===== src/rtl/uart9_pkg.sv =====
package uart9_pkg;
  localparam int OVS       = 16;
  localparam int SUBW      = $clog2(OVS);
  localparam int FRAME_MAX = 11;
  localparam int BCNTW     = 4;
  localparam int IDLE_W    = $clog2(FRAME_MAX * OVS + 1);
  localparam int SMP_MID   = OVS / 2;

  typedef enum logic [1:0] {
    A_DATA = 2'd0,
    A_STAT = 2'd1,
    A_CTL1 = 2'd2,
    A_CTL3 = 2'd3
  } reg_addr_e;

  typedef struct packed {
    logic rx_src;
    logic loop;
    logic par_odd;
    logic par_en;
    logic nine;
    logic rx_en;
    logic tx_en;
  } ctl1_t;

  typedef struct packed {
    logic pf;
    logic fe;
    logic nf;
  } rx_err_t;

  function automatic logic par_bit(input logic [8:0] d, input logic nine, input logic odd);
    logic x;
    x = nine ? ^d[7:0] : ^d[6:0];
    return x ^ odd;
  endfunction
endpackage


===== src/rtl/uart9_tick.sv =====
module uart9_tick #(
  parameter int CLK_DIV = 4
) (
  input  logic clk,
  input  logic rst_n,
  output logic tick
);
  localparam int CW = (CLK_DIV > 1) ? $clog2(CLK_DIV) : 1;
  localparam logic [CW-1:0] LAST = CW'(CLK_DIV - 1);

  logic [CW-1:0] cnt_q;

  assign tick = (cnt_q == LAST);

  always_ff @(posedge clk or negedge rst_n) begin
    if (!rst_n)    cnt_q <= '0;
    else if (tick) cnt_q <= '0;
    else           cnt_q <= cnt_q + 1'b1;
  end
endmodule


===== src/rtl/uart9_tx.sv =====
module uart9_tx
  import uart9_pkg::*;
(
  input  logic       clk,
  input  logic       rst_n,
  input  logic       tick,
  input  logic       en,
  input  logic       nine,
  input  logic       par_en,
  input  logic       par_odd,
  input  logic       wr,
  input  logic [8:0] wdata9,
  output logic       line,
  output logic       busy,
  output logic       hold_empty
);
  logic [8:0]           hold_q;
  logic                 full_q;
  logic [FRAME_MAX-1:0] sh_q;
  logic [BCNTW-1:0]     left_q;
  logic [SUBW-1:0]      sub_q;
  logic                 busy_q;
  logic                 start;
  logic [8:0]           d9;
  logic [FRAME_MAX-1:0] frame;

  assign start = en && full_q && !busy_q;

  always_comb begin
    d9 = hold_q;
    if (par_en) begin
      if (nine) d9[8] = par_bit(hold_q, nine, par_odd);
      else      d9[7] = par_bit(hold_q, nine, par_odd);
    end
    frame = nine ? {1'b1, d9, 1'b0} : {2'b11, d9[7:0], 1'b0};
  end

  always_ff @(posedge clk or negedge rst_n) begin
    if (!rst_n) begin
      hold_q <= '0;
      full_q <= 1'b0;
      sh_q   <= '1;
      left_q <= '0;
      sub_q  <= '0;
      busy_q <= 1'b0;
    end else begin
      if (wr) begin
        hold_q <= wdata9;
        full_q <= 1'b1;
      end else if (start) begin
        full_q <= 1'b0;
      end
      if (start) begin
        sh_q   <= frame;
        left_q <= nine ? BCNTW'(FRAME_MAX) : BCNTW'(FRAME_MAX - 1);
        sub_q  <= '0;
        busy_q <= 1'b1;
      end else if (busy_q && tick) begin
        if (sub_q == SUBW'(OVS - 1)) begin
          sub_q  <= '0;
          sh_q   <= {1'b1, sh_q[FRAME_MAX-1:1]};
          left_q <= left_q - 1'b1;
          if (left_q == BCNTW'(1)) busy_q <= 1'b0;
        end else begin
          sub_q <= sub_q + 1'b1;
        end
      end
    end
  end

  assign line       = busy_q ? sh_q[0] : 1'b1;
  assign busy       = busy_q;
  assign hold_empty = !full_q;
endmodule


===== src/rtl/uart9_rx.sv =====
module uart9_rx
  import uart9_pkg::*;
(
  input  logic       clk,
  input  logic       rst_n,
  input  logic       tick,
  input  logic       en,
  input  logic       nine,
  input  logic       par_en,
  input  logic       par_odd,
  input  logic       rxd,
  output logic       done,
  output logic [8:0] data,
  output rx_err_t    err,
  output logic       active
);
  typedef enum logic [1:0] {S_IDLE, S_START, S_DATA, S_STOP} rx_st_e;

  localparam logic [SUBW-1:0] SA   = SUBW'(SMP_MID - 1);
  localparam logic [SUBW-1:0] SB   = SUBW'(SMP_MID);
  localparam logic [SUBW-1:0] SC   = SUBW'(SMP_MID + 1);
  localparam logic [SUBW-1:0] SEND = SUBW'(OVS - 1);

  rx_st_e            st_q;
  logic [SUBW-1:0]   sub_q;
  logic [BCNTW-1:0]  idx_q;
  logic [8:0]        sh_q;
  logic [1:0]        smp_q;
  logic              noisy_q;
  logic [IDLE_W-1:0] idle_q;
  logic              act_q;
  logic              done_q;
  logic [8:0]        data_q;
  rx_err_t           err_q;

  logic              maj, dis;
  logic [BCNTW-1:0]  last_idx;
  logic [IDLE_W-1:0] idle_len;
  logic [8:0]        rcv;
  logic              par_rx;

  assign maj      = (smp_q[0] & smp_q[1]) | (smp_q[0] & rxd) | (smp_q[1] & rxd);
  assign dis      = !((smp_q[0] == smp_q[1]) && (smp_q[1] == rxd));
  assign last_idx = nine ? BCNTW'(8) : BCNTW'(7);
  assign idle_len = nine ? IDLE_W'(FRAME_MAX * OVS) : IDLE_W'((FRAME_MAX - 1) * OVS);
  assign rcv      = nine ? sh_q : {1'b0, sh_q[8:1]};
  assign par_rx   = nine ? rcv[8] : rcv[7];

  always_ff @(posedge clk or negedge rst_n) begin
    if (!rst_n) begin
      st_q    <= S_IDLE;
      sub_q   <= '0;
      idx_q   <= '0;
      sh_q    <= '0;
      smp_q   <= '0;
      noisy_q <= 1'b0;
      idle_q  <= '0;
      act_q   <= 1'b0;
      done_q  <= 1'b0;
      data_q  <= '0;
      err_q   <= '0;
    end else begin
      done_q <= 1'b0;
      if (!en) begin
        st_q   <= S_IDLE;
        act_q  <= 1'b0;
        idle_q <= '0;
      end else if (tick) begin
        if (st_q == S_IDLE) begin
          if (!rxd) begin
            st_q    <= S_START;
            sub_q   <= '0;
            noisy_q <= 1'b0;
            act_q   <= 1'b1;
            idle_q  <= '0;
          end else begin
            if (idle_q != '1) idle_q <= idle_q + 1'b1;
            if (idle_q + 1'b1 >= idle_len) act_q <= 1'b0;
          end
        end else begin
          sub_q <= sub_q + 1'b1;
          if (sub_q == SA) smp_q[0] <= rxd;
          if (sub_q == SB) smp_q[1] <= rxd;
          case (st_q)
            S_START: begin
              if (sub_q == SC) begin
                noisy_q <= dis;
                if (maj) begin
                  st_q   <= S_IDLE;
                  idle_q <= '0;
                end
              end
              if (sub_q == SEND) begin
                st_q  <= S_DATA;
                idx_q <= '0;
              end
            end
            S_DATA: begin
              if (sub_q == SC) begin
                sh_q    <= {maj, sh_q[8:1]};
                noisy_q <= noisy_q | dis;
              end
              if (sub_q == SEND) begin
                if (idx_q == last_idx) st_q <= S_STOP;
                else                   idx_q <= idx_q + 1'b1;
              end
            end
            default: begin
              if (sub_q == SC) begin
                done_q   <= 1'b1;
                data_q   <= rcv;
                err_q.fe <= !maj;
                err_q.nf <= noisy_q | dis;
                err_q.pf <= par_en && (par_bit(rcv, nine, par_odd) != par_rx);
                st_q     <= S_IDLE;
                idle_q   <= '0;
              end
            end
          endcase
        end
      end
    end
  end

  assign done   = done_q;
  assign data   = data_q;
  assign err    = err_q;
  assign active = act_q;
endmodule


===== src/rtl/uart9_port.sv =====
module uart9_port
  import uart9_pkg::*;
#(
  parameter int CLK_DIV = 4
) (
  input  logic       clk,
  input  logic       rst_n,
  input  logic [1:0] addr,
  input  logic       wr_en,
  input  logic       rd_en,
  input  logic [7:0] wdata,
  output logic [7:0] rdata,
  input  logic       rx_i,
  input  logic       tx_i,
  output logic       tx_o,
  output logic       tx_oe,
  output logic       irq
);
  reg_addr_e  a;
  ctl1_t      ctl1_q;
  logic       t9_q, txdir_q;
  logic [3:0] ie_q;
  logic [8:0] rx_buf_q;
  logic       rx_full_q, ov_q;
  rx_err_t    err_q;
  logic [7:0] rdata_q;
  logic       rx_s1, rx_s2;

  logic       tick, tx_line, tx_busy, tx_hempty;
  logic       rx_done, rx_active, rx_raw;
  logic [8:0] rx_data;
  rx_err_t    rx_err;
  logic       single_wire, rd_clr, tx_wr;
  logic [7:0] stat, ctl3_rd;

  assign a           = reg_addr_e'(addr);
  assign rd_clr      = rd_en && (a == A_DATA);
  assign tx_wr       = wr_en && (a == A_DATA);
  assign single_wire = ctl1_q.loop && ctl1_q.rx_src;
  assign rx_raw      = !ctl1_q.loop ? rx_i : (ctl1_q.rx_src ? tx_i : tx_line);

  uart9_tick #(.CLK_DIV(CLK_DIV)) u_tick (.clk(clk), .rst_n(rst_n), .tick(tick));

  uart9_tx u_tx (
    .clk(clk), .rst_n(rst_n), .tick(tick), .en(ctl1_q.tx_en), .nine(ctl1_q.nine),
    .par_en(ctl1_q.par_en), .par_odd(ctl1_q.par_odd), .wr(tx_wr),
    .wdata9({t9_q, wdata}), .line(tx_line), .busy(tx_busy), .hold_empty(tx_hempty)
  );

  uart9_rx u_rx (
    .clk(clk), .rst_n(rst_n), .tick(tick), .en(ctl1_q.rx_en), .nine(ctl1_q.nine),
    .par_en(ctl1_q.par_en), .par_odd(ctl1_q.par_odd), .rxd(rx_s2),
    .done(rx_done), .data(rx_data), .err(rx_err), .active(rx_active)
  );

  always_ff @(posedge clk or negedge rst_n) begin
    if (!rst_n) begin
      rx_s1 <= 1'b1;
      rx_s2 <= 1'b1;
    end else begin
      rx_s1 <= rx_raw;
      rx_s2 <= rx_s1;
    end
  end

  always_ff @(posedge clk or negedge rst_n) begin
    if (!rst_n) begin
      ctl1_q  <= '0;
      t9_q    <= 1'b0;
      txdir_q <= 1'b0;
      ie_q    <= '0;
    end else if (wr_en) begin
      if (a == A_CTL1) ctl1_q <= ctl1_t'(wdata[6:0]);
      if (a == A_CTL3) begin
        t9_q    <= wdata[6];
        txdir_q <= wdata[5];
        ie_q    <= wdata[3:0];
      end
    end
  end

  always_ff @(posedge clk or negedge rst_n) begin
    if (!rst_n) begin
      rx_buf_q  <= '0;
      rx_full_q <= 1'b0;
      ov_q      <= 1'b0;
      err_q     <= '0;
    end else begin
      if (rd_clr) begin
        rx_full_q <= 1'b0;
        ov_q      <= 1'b0;
        err_q     <= '0;
      end
      if (rx_done) begin
        if (rx_full_q && !rd_clr) begin
          ov_q <= 1'b1;
        end else begin
          rx_buf_q  <= rx_data;
          rx_full_q <= 1'b1;
          err_q     <= rx_err;
        end
      end
    end
  end

  assign stat    = {err_q.pf, err_q.fe, err_q.nf, ov_q, rx_active, rx_full_q,
                    (tx_hempty && !tx_busy), tx_hempty};
  assign ctl3_rd = {rx_buf_q[8], t9_q, txdir_q, 1'b0, ie_q};

  always_ff @(posedge clk or negedge rst_n) begin
    if (!rst_n) rdata_q <= '0;
    else if (rd_en) begin
      case (a)
        A_DATA:  rdata_q <= rx_buf_q[7:0];
        A_STAT:  rdata_q <= stat;
        A_CTL1:  rdata_q <= {1'b0, ctl1_q};
        default: rdata_q <= ctl3_rd;
      endcase
    end
  end

  assign rdata = rdata_q;
  assign tx_o  = tx_line;
  assign tx_oe = single_wire ? txdir_q : 1'b1;
  assign irq   = (ov_q & ie_q[3]) | (err_q.nf & ie_q[2]) | (err_q.fe & ie_q[1]) | (err_q.pf & ie_q[0]);
endmodule


===== config.mk =====
export PLATFORM = sky130hd
export DESIGN_NAME = uart9_port
export DESIGN_NICKNAME = d
export VERILOG_FILES = /design/src/rtl/uart9_pkg.sv /design/src/rtl/uart9_tick.sv /design/src/rtl/uart9_tx.sv /design/src/rtl/uart9_rx.sv /design/src/rtl/uart9_port.sv
export SDC_FILE = /design/constraint.sdc
export NUM_CORES = 1
export LEC_CHECK = 0
export BUFFER_PORTS_ARGS = -buffer_cell sky130_fd_sc_hd__buf_2
export CORE_MARGIN = 10
export CORE_UTILIZATION = 46
export CTS_CLUSTER_DIAMETER = 100
export DETAILED_ROUTE_END_ITERATION = 7
export SLEW_MARGIN = 20
export SYNTH_ARGS = -nofsm -noshare
export SYNTH_HDL_FRONTEND = slang
export SYNTH_SLANG_ARGS = --single-unit

===== constraint.sdc =====
create_clock -name clk -period 2.7 [get_ports clk]
set_clock_uncertainty 0.05 [all_clocks]
set_input_delay 0.27 -clock clk [delete_from_list [all_inputs] [get_ports clk]]
set_output_delay 0.27 -clock clk [all_outputs]
set_load 0.05 [all_outputs]

Word level (Yosys, flattened, before mapping):

Cells that the tools add are included.

* $add $sub $neg: 6
* magnitude comparators: 1
* equal/unequal tests: 36
* muxes and demuxes: 82
* bitwise gates (word level): 18
* reductions and logical operators: 43

Operator list (number)
* $mux W8: 8
* $mux W4: 12
* $mux W1: 36
* $mux W11: 3
* $mux W2: 12
* $pmux W8 S3: 1
* $eq A4 B4 Y1 const B: 4
* $pmux W8 S2: 1
* $reduce_xor A8 Y1: 2
* $reduce_and A5 Y1: 3
* $reduce_and A7 Y1: 2
* $reduce_xor A7 Y1: 2
* $add A4 B1 Y4 const B: 3
* $ne A4 B2 Y1 const B: 3
* $logic_and A1 B1 Y1: 10
* $mux W10: 1
* $ne A5 B2 Y1 const B: 2
* $reduce_bool A2 Y1: 5
* $mux W3: 3
* $mux W9: 1
* $ne A3 B1 Y1 const B: 3
* $reduce_and A3 Y1: 3
* $add A8 B1 Y8 const B: 1
* $eq A2 B2 Y1 const B: 4
* 31 further kinds: 61

* flip-flop bits (word level): 113

Depth between registers and ports, before layout:

* depth in word-level cells: 10
* depth in mapped cells: 8

Hierarchy:

A second synthesis with hierarchy kept.

* cells, all modules: 503
* area total of the unflattened synthesis: 5661.7 sq um

By module, submodules not included
* uart9_rx: instances 1, cells each 252, area each 2519.9 sq um
* uart9_port: instances 1, cells each 112, area each 1670.4 sq um
* uart9_tx: instances 1, cells each 135, area each 1405.1 sq um
* uart9_tick: instances 1, cells each 4, area each 66.3 sq um

Least setup slack after synthesis:

No wires, ideal clock.

* path type: register to register
* start: register u_rx.idle_q[0]
* end: register u_rx.act_q, in the netlist u_rx.active
* setup time: 124 ps
* arrival time: 1760 ps
* path slack: 766 ps
* cell stages (with the launch flop): 9
* period minus slack after synthesis: 1934 ps
* cell sequence: dfrtp_1 -> ha_1 -> and3_1 -> xnor2_1 -> ha_1 -> o2111ai_1 -> o2bb2ai_1 -> a211oi_1 -> o21bai_1

* longest elaborated chain between the ends: 4

RTL lines
* start: declaration: line uart9_rx.sv:30 `logic [IDLE_W-1:0] idle_q;`
* start signal: assignment: line uart9_rx.sv:77 `if (idle_q != '1) idle_q <= idle_q + 1'b1;`
* $add A8 B1 Y8: line uart9_rx.sv:78 `if (idle_q + 1'b1 >= idle_len) act_q <= 1'b0;`
* $ge A8 B8 Y1: line uart9_rx.sv:78
* $ne A3 B2 Y1 (no line)
* $reduce_and A3 Y1 (no line)
* end signal: assignment: line uart9_rx.sv:66 `act_q <= 1'b0;`
* end signal: assignment: line uart9_rx.sv:74 `act_q <= 1'b1;`
* end signal: assignment: line uart9_rx.sv:78
* end: declaration: line uart9_rx.sv:31 `logic act_q;`

No other way between the ends.
A chain may end at the register's enable or synchronous reset.

Final worst setup path:

* start: register u_rx.st_q[0]
* end: register u_rx.idle_q[4]

* longest elaborated chain between the ends: 5

RTL lines
* start: declaration: line uart9_rx.sv:24 `rx_st_e st_q;`
* start signal: assignment: line uart9_rx.sv:51 `st_q <= S_IDLE;`
* start signal: assignment: line uart9_rx.sv:65 `st_q <= S_IDLE;`
* start signal: assignment: line uart9_rx.sv:71 `st_q <= S_START;`
* $eq A2 B2 Y1 / $eq A2 B1 Y1 (equally long branches): line uart9_rx.sv:84 `case (st_q)`
* $pmux W8 S2: line uart9_rx.sv:84
* $mux W8: line uart9_rx.sv:69 `if (st_q == S_IDLE) begin`
* $mux W8: line uart9_rx.sv:68 `end else if (tick) begin`
* $mux W8: line uart9_rx.sv:64 `if (!en) begin`

Several ways; a longest one is shown, not always the timed one. The select of a mux whose other input is x is not followed.

==> flow_summary.toml <==
[synth]
yosysUniqueCellTypes = 55
synth-seq-cells = 112
syn_area_per_cell_sq_um = 11.1
synth_warnings = 0
synth-edff-count = 0
synthCells = 506
ys.flop_type = "dfrtp_1"
synth_top_area_frac = 0.447
yosys.area.top_type = "dfrtp_1"
async_reset_ff_frac = 1.00
ys_seq_area_frac = 0.503
synth_nets = 538
synth.cell_area_sq_um = 5600
synth_area_leaders = "dfrtp_1 45%, mux2_2 10%, dfstp_2 5.6%, nand2_1 4.1%, ha_1 3.6%"

[global_route]
grt-busiest-layer = "met2"
gr-usage-met3 = 0.0389
grt_max_degree = 65
grt-ovfl-total = 0
grtUsageMet1 = 0.193
grt_pass1_wl_um = 19800
grtUsageMet2 = 0.232
antenna_found_initial = 0
grt_pass1_vias = 3879
grt_usage = 0.146

[critical_path]
worst_ep_arrival_time_ns = 2.51
reg2reg_slack_ns = 0.38
worstSetupStartpoint = "u_rx.st_q[0]"
cp.required_ns = 2.89
r2r-start = "u_rx.st_q[0]"
r2r_end = "u_rx.idle_q[4]"
cp_max_fo = 17
start_kind = "register"
crit_type = "reg2reg"
rr_worst_depth = 6
worstSetupEndpointType = "register"

[clock_tree]
post-cts-setup-buffers = 0
path_clk_slew_ns = 0.07
cts_tree = "done"
cts_root_buf = "clkbuf_16"
postCtsHoldBufs = 1
cts_buffer_depth = 2
clock_latency_ns = 0.35
h-tree-depth = 3
clock_sinks = 112
cts_made_buffers = 9
cts_resized = 0

[floorplan]
dieArea_sq_um = 17000
pin_count = 27
fp.coreArea_sq_um = 12000
num_rows = 40
die_width_um = 130
die_h_um = 130
initial_core_util = 0.468

[worst_hold_path]
hold_class = "in2reg"
min_from = "wdata[7]"
whs_path_depth = 2
whs_endpoint = "u_tx.hold_q[7]"

[power_and_ir_drop]
p_sw_frac = 0.291
p_clk_frac = 0.314
powerDensity_nw_per_um2 = 719
power_leakage_uw = 0.00284
switching_power_uw = 1300
p_int_uw = 3170
ir_drop_mv = 0.488
p_seq_frac = 0.482
power_frac_comb = 0.204

[route]
via_per_inst = 5.50
first_iter_violations = 225
drc_errors = 0
ant_nets = 0
vias = 3774
wl_per_cell_um = 16.8
firstDrtPassIters = 5
routed_wl_um = 11500

[finish]
fillers = 1054
fin_nets = 566
antenna_cells = 0
syn2layout_area_growth_pct = 11.1
multi_input_area_sq_um = 2620
ff_latch_area_sq_um = 2820
final_layout_size_suffix_gt1_frac = 0.237
stdcell_area_sq_um = 6220

[timing]
rsz0062_at_grt = "no"
tightestPinTransition_ns = 0.619
slew_headroom = 0.584
clock.fmax_mhz = 431
finalSetupViolations = 0
layout_min_cycle_time_ns = 2.32
min_period_over_period = 0.859
setup-tns-final_ns = 0
slew_violations = 0
hold_viol_final = 0

[run]
maxCapViolCount = 0

[placement]
routabilityCongestion = 0.895
post-dp-hpwl_um = 8270
portBuffers = 26
post_dp_cell_area_sq_um = 5900

[outcome]
outcome = "completed"
-- per-layer routing --
metal	up-vias	wire length, um
met5	-	0
li1	1849	-
met2	39	5570
met3	10	334
met1	1876	5480
met4	0	130
-- flip-flops by register name, indices dropped and copies added (netlist names), 2 cells and up --
register,count
u_tx.sh_q,10
u_rx.sh_q,9
u_tx.left_q,4
u_tick.cnt_q,2
u_rx.data,9
u_tx.hold_q,9
u_rx.idle_q,8
u_tx.sub_q,4
rdata,8
u_rx.idx_q,4
u_rx.sub_q,4
err_q,3
u_rx.smp_q,2
ie_q,4
u_rx.st_q,2
rx_buf_q,9
ctl1_q,7
u_rx.err,3
-- cell families after synthesis --
| family | after synthesis | synth area share |
|---|---|---|
| xor gates and xnor gates | 26 | 0.0456 |
| adders and majority gates | 16 | 0.0358 |
| muxes | 69 | 0.148 |
| DFF | 112 | 0.503 |
| and+or+nand+nor | 155 | 0.133 |
| buffers and inverters | 37 | 0.0290 |
| AOI/OAI and AO/OA | 91 | 0.105 |
-- Yosys cell counts, drive strengths merged (5+ instances only) --
cell	count
mux2	50
nand3b	5
nor2	39
o21ai	27
a22oi	5
a31oi	12
nand2	62
clkbuf	9
a21oi	20
dfrtp	100
buf	9
xor2	7
nand3	13
a211oi	5
nor3	7
xnor2	17
mux2i	13
inv	19
and2	5
mux4	6
and3	8
dfstp	12
ha	16
-- worst max path at each step --
| stage | slack (ns) | depth (start not counted) | endpoint |
|---|---|---|---|
| after floorplan | 0.77 | 8 | u_rx.active |
| after global placement | 0.50 | 6 | u_rx.idle_q[4] |
| after detailed placement | 0.42 | 6 | u_rx.idle_q[4] |
| after CTS | 0.40 | 6 | u_rx.idle_q[4] |
| after global routing | 0.17 | 6 | u_rx.idle_q[4] |
| final | 0.38 | 6 | u_rx.idle_q[4] |
-- placed cells by master, fill, tap and decap left out, types with 13 or more instances in the layout --
cell type	count
a21oi_1	20
inv_1	18
buf_2	25
nor2_1	39
o21ai_0	26
xnor2_1	17
mux2_2	50
mux2i_1	13
dfrtp_1	100
nand2_1	61
nand3_1	13
ha_1	16
-- per-stage QoR --
stage          setup WS, ns  hold WS (ns)  power (uW)   util  std cells
2_1_floorplan         0.766       -0.0756        2820      -        506
3_3_place_gp          0.504         0.148        3070  0.493        669
3_5_place_dp          0.421         0.147        3100  0.493        669
4_1_cts               0.400         0.108        4530  0.520        686
5_1_grt               0.174         0.115        4720  0.520        686
6_report              0.382         0.122        4470  0.520        686
-- area by class of cell --
type / instances / area share
Multi-Input combinational cell: 357 / 0.421
Clock buffer: 11 / 0.0374
Clock inverter: 5 / 0.0131
Sequential cell: 112 / 0.453
Timing Repair Buffer: 35 / 0.0346
Inverter: 19 / 0.0115
Tap cell: 147 / 0.0296
-- worst max-delay path, stage by stage (launching register included) --
cell and delay (ns):
dfrtp_1 0.43, inv_1 0.10, ha_1 0.55, nand2_1 0.39, o221ai_2 0.41, mux2i_1 0.22, nor2_1 0.05
-- power groups by stage --
| stage | sequential, uW | clock, uW | combinational [uW] |
|---|---|---|---|
| after floorplan | 2200 | 0 | 619 |
| after detailed placement | 2190 | 0 | 915 |
| after CTS | 2160 | 1450 | 922 |
| after global routing | 2190 | 1520 | 1010 |
| after global placement | 2180 | 0 | 891 |
| final | 2160 | 1410 | 911 |
Note: power is estimated with default switching activity, not from simulation.
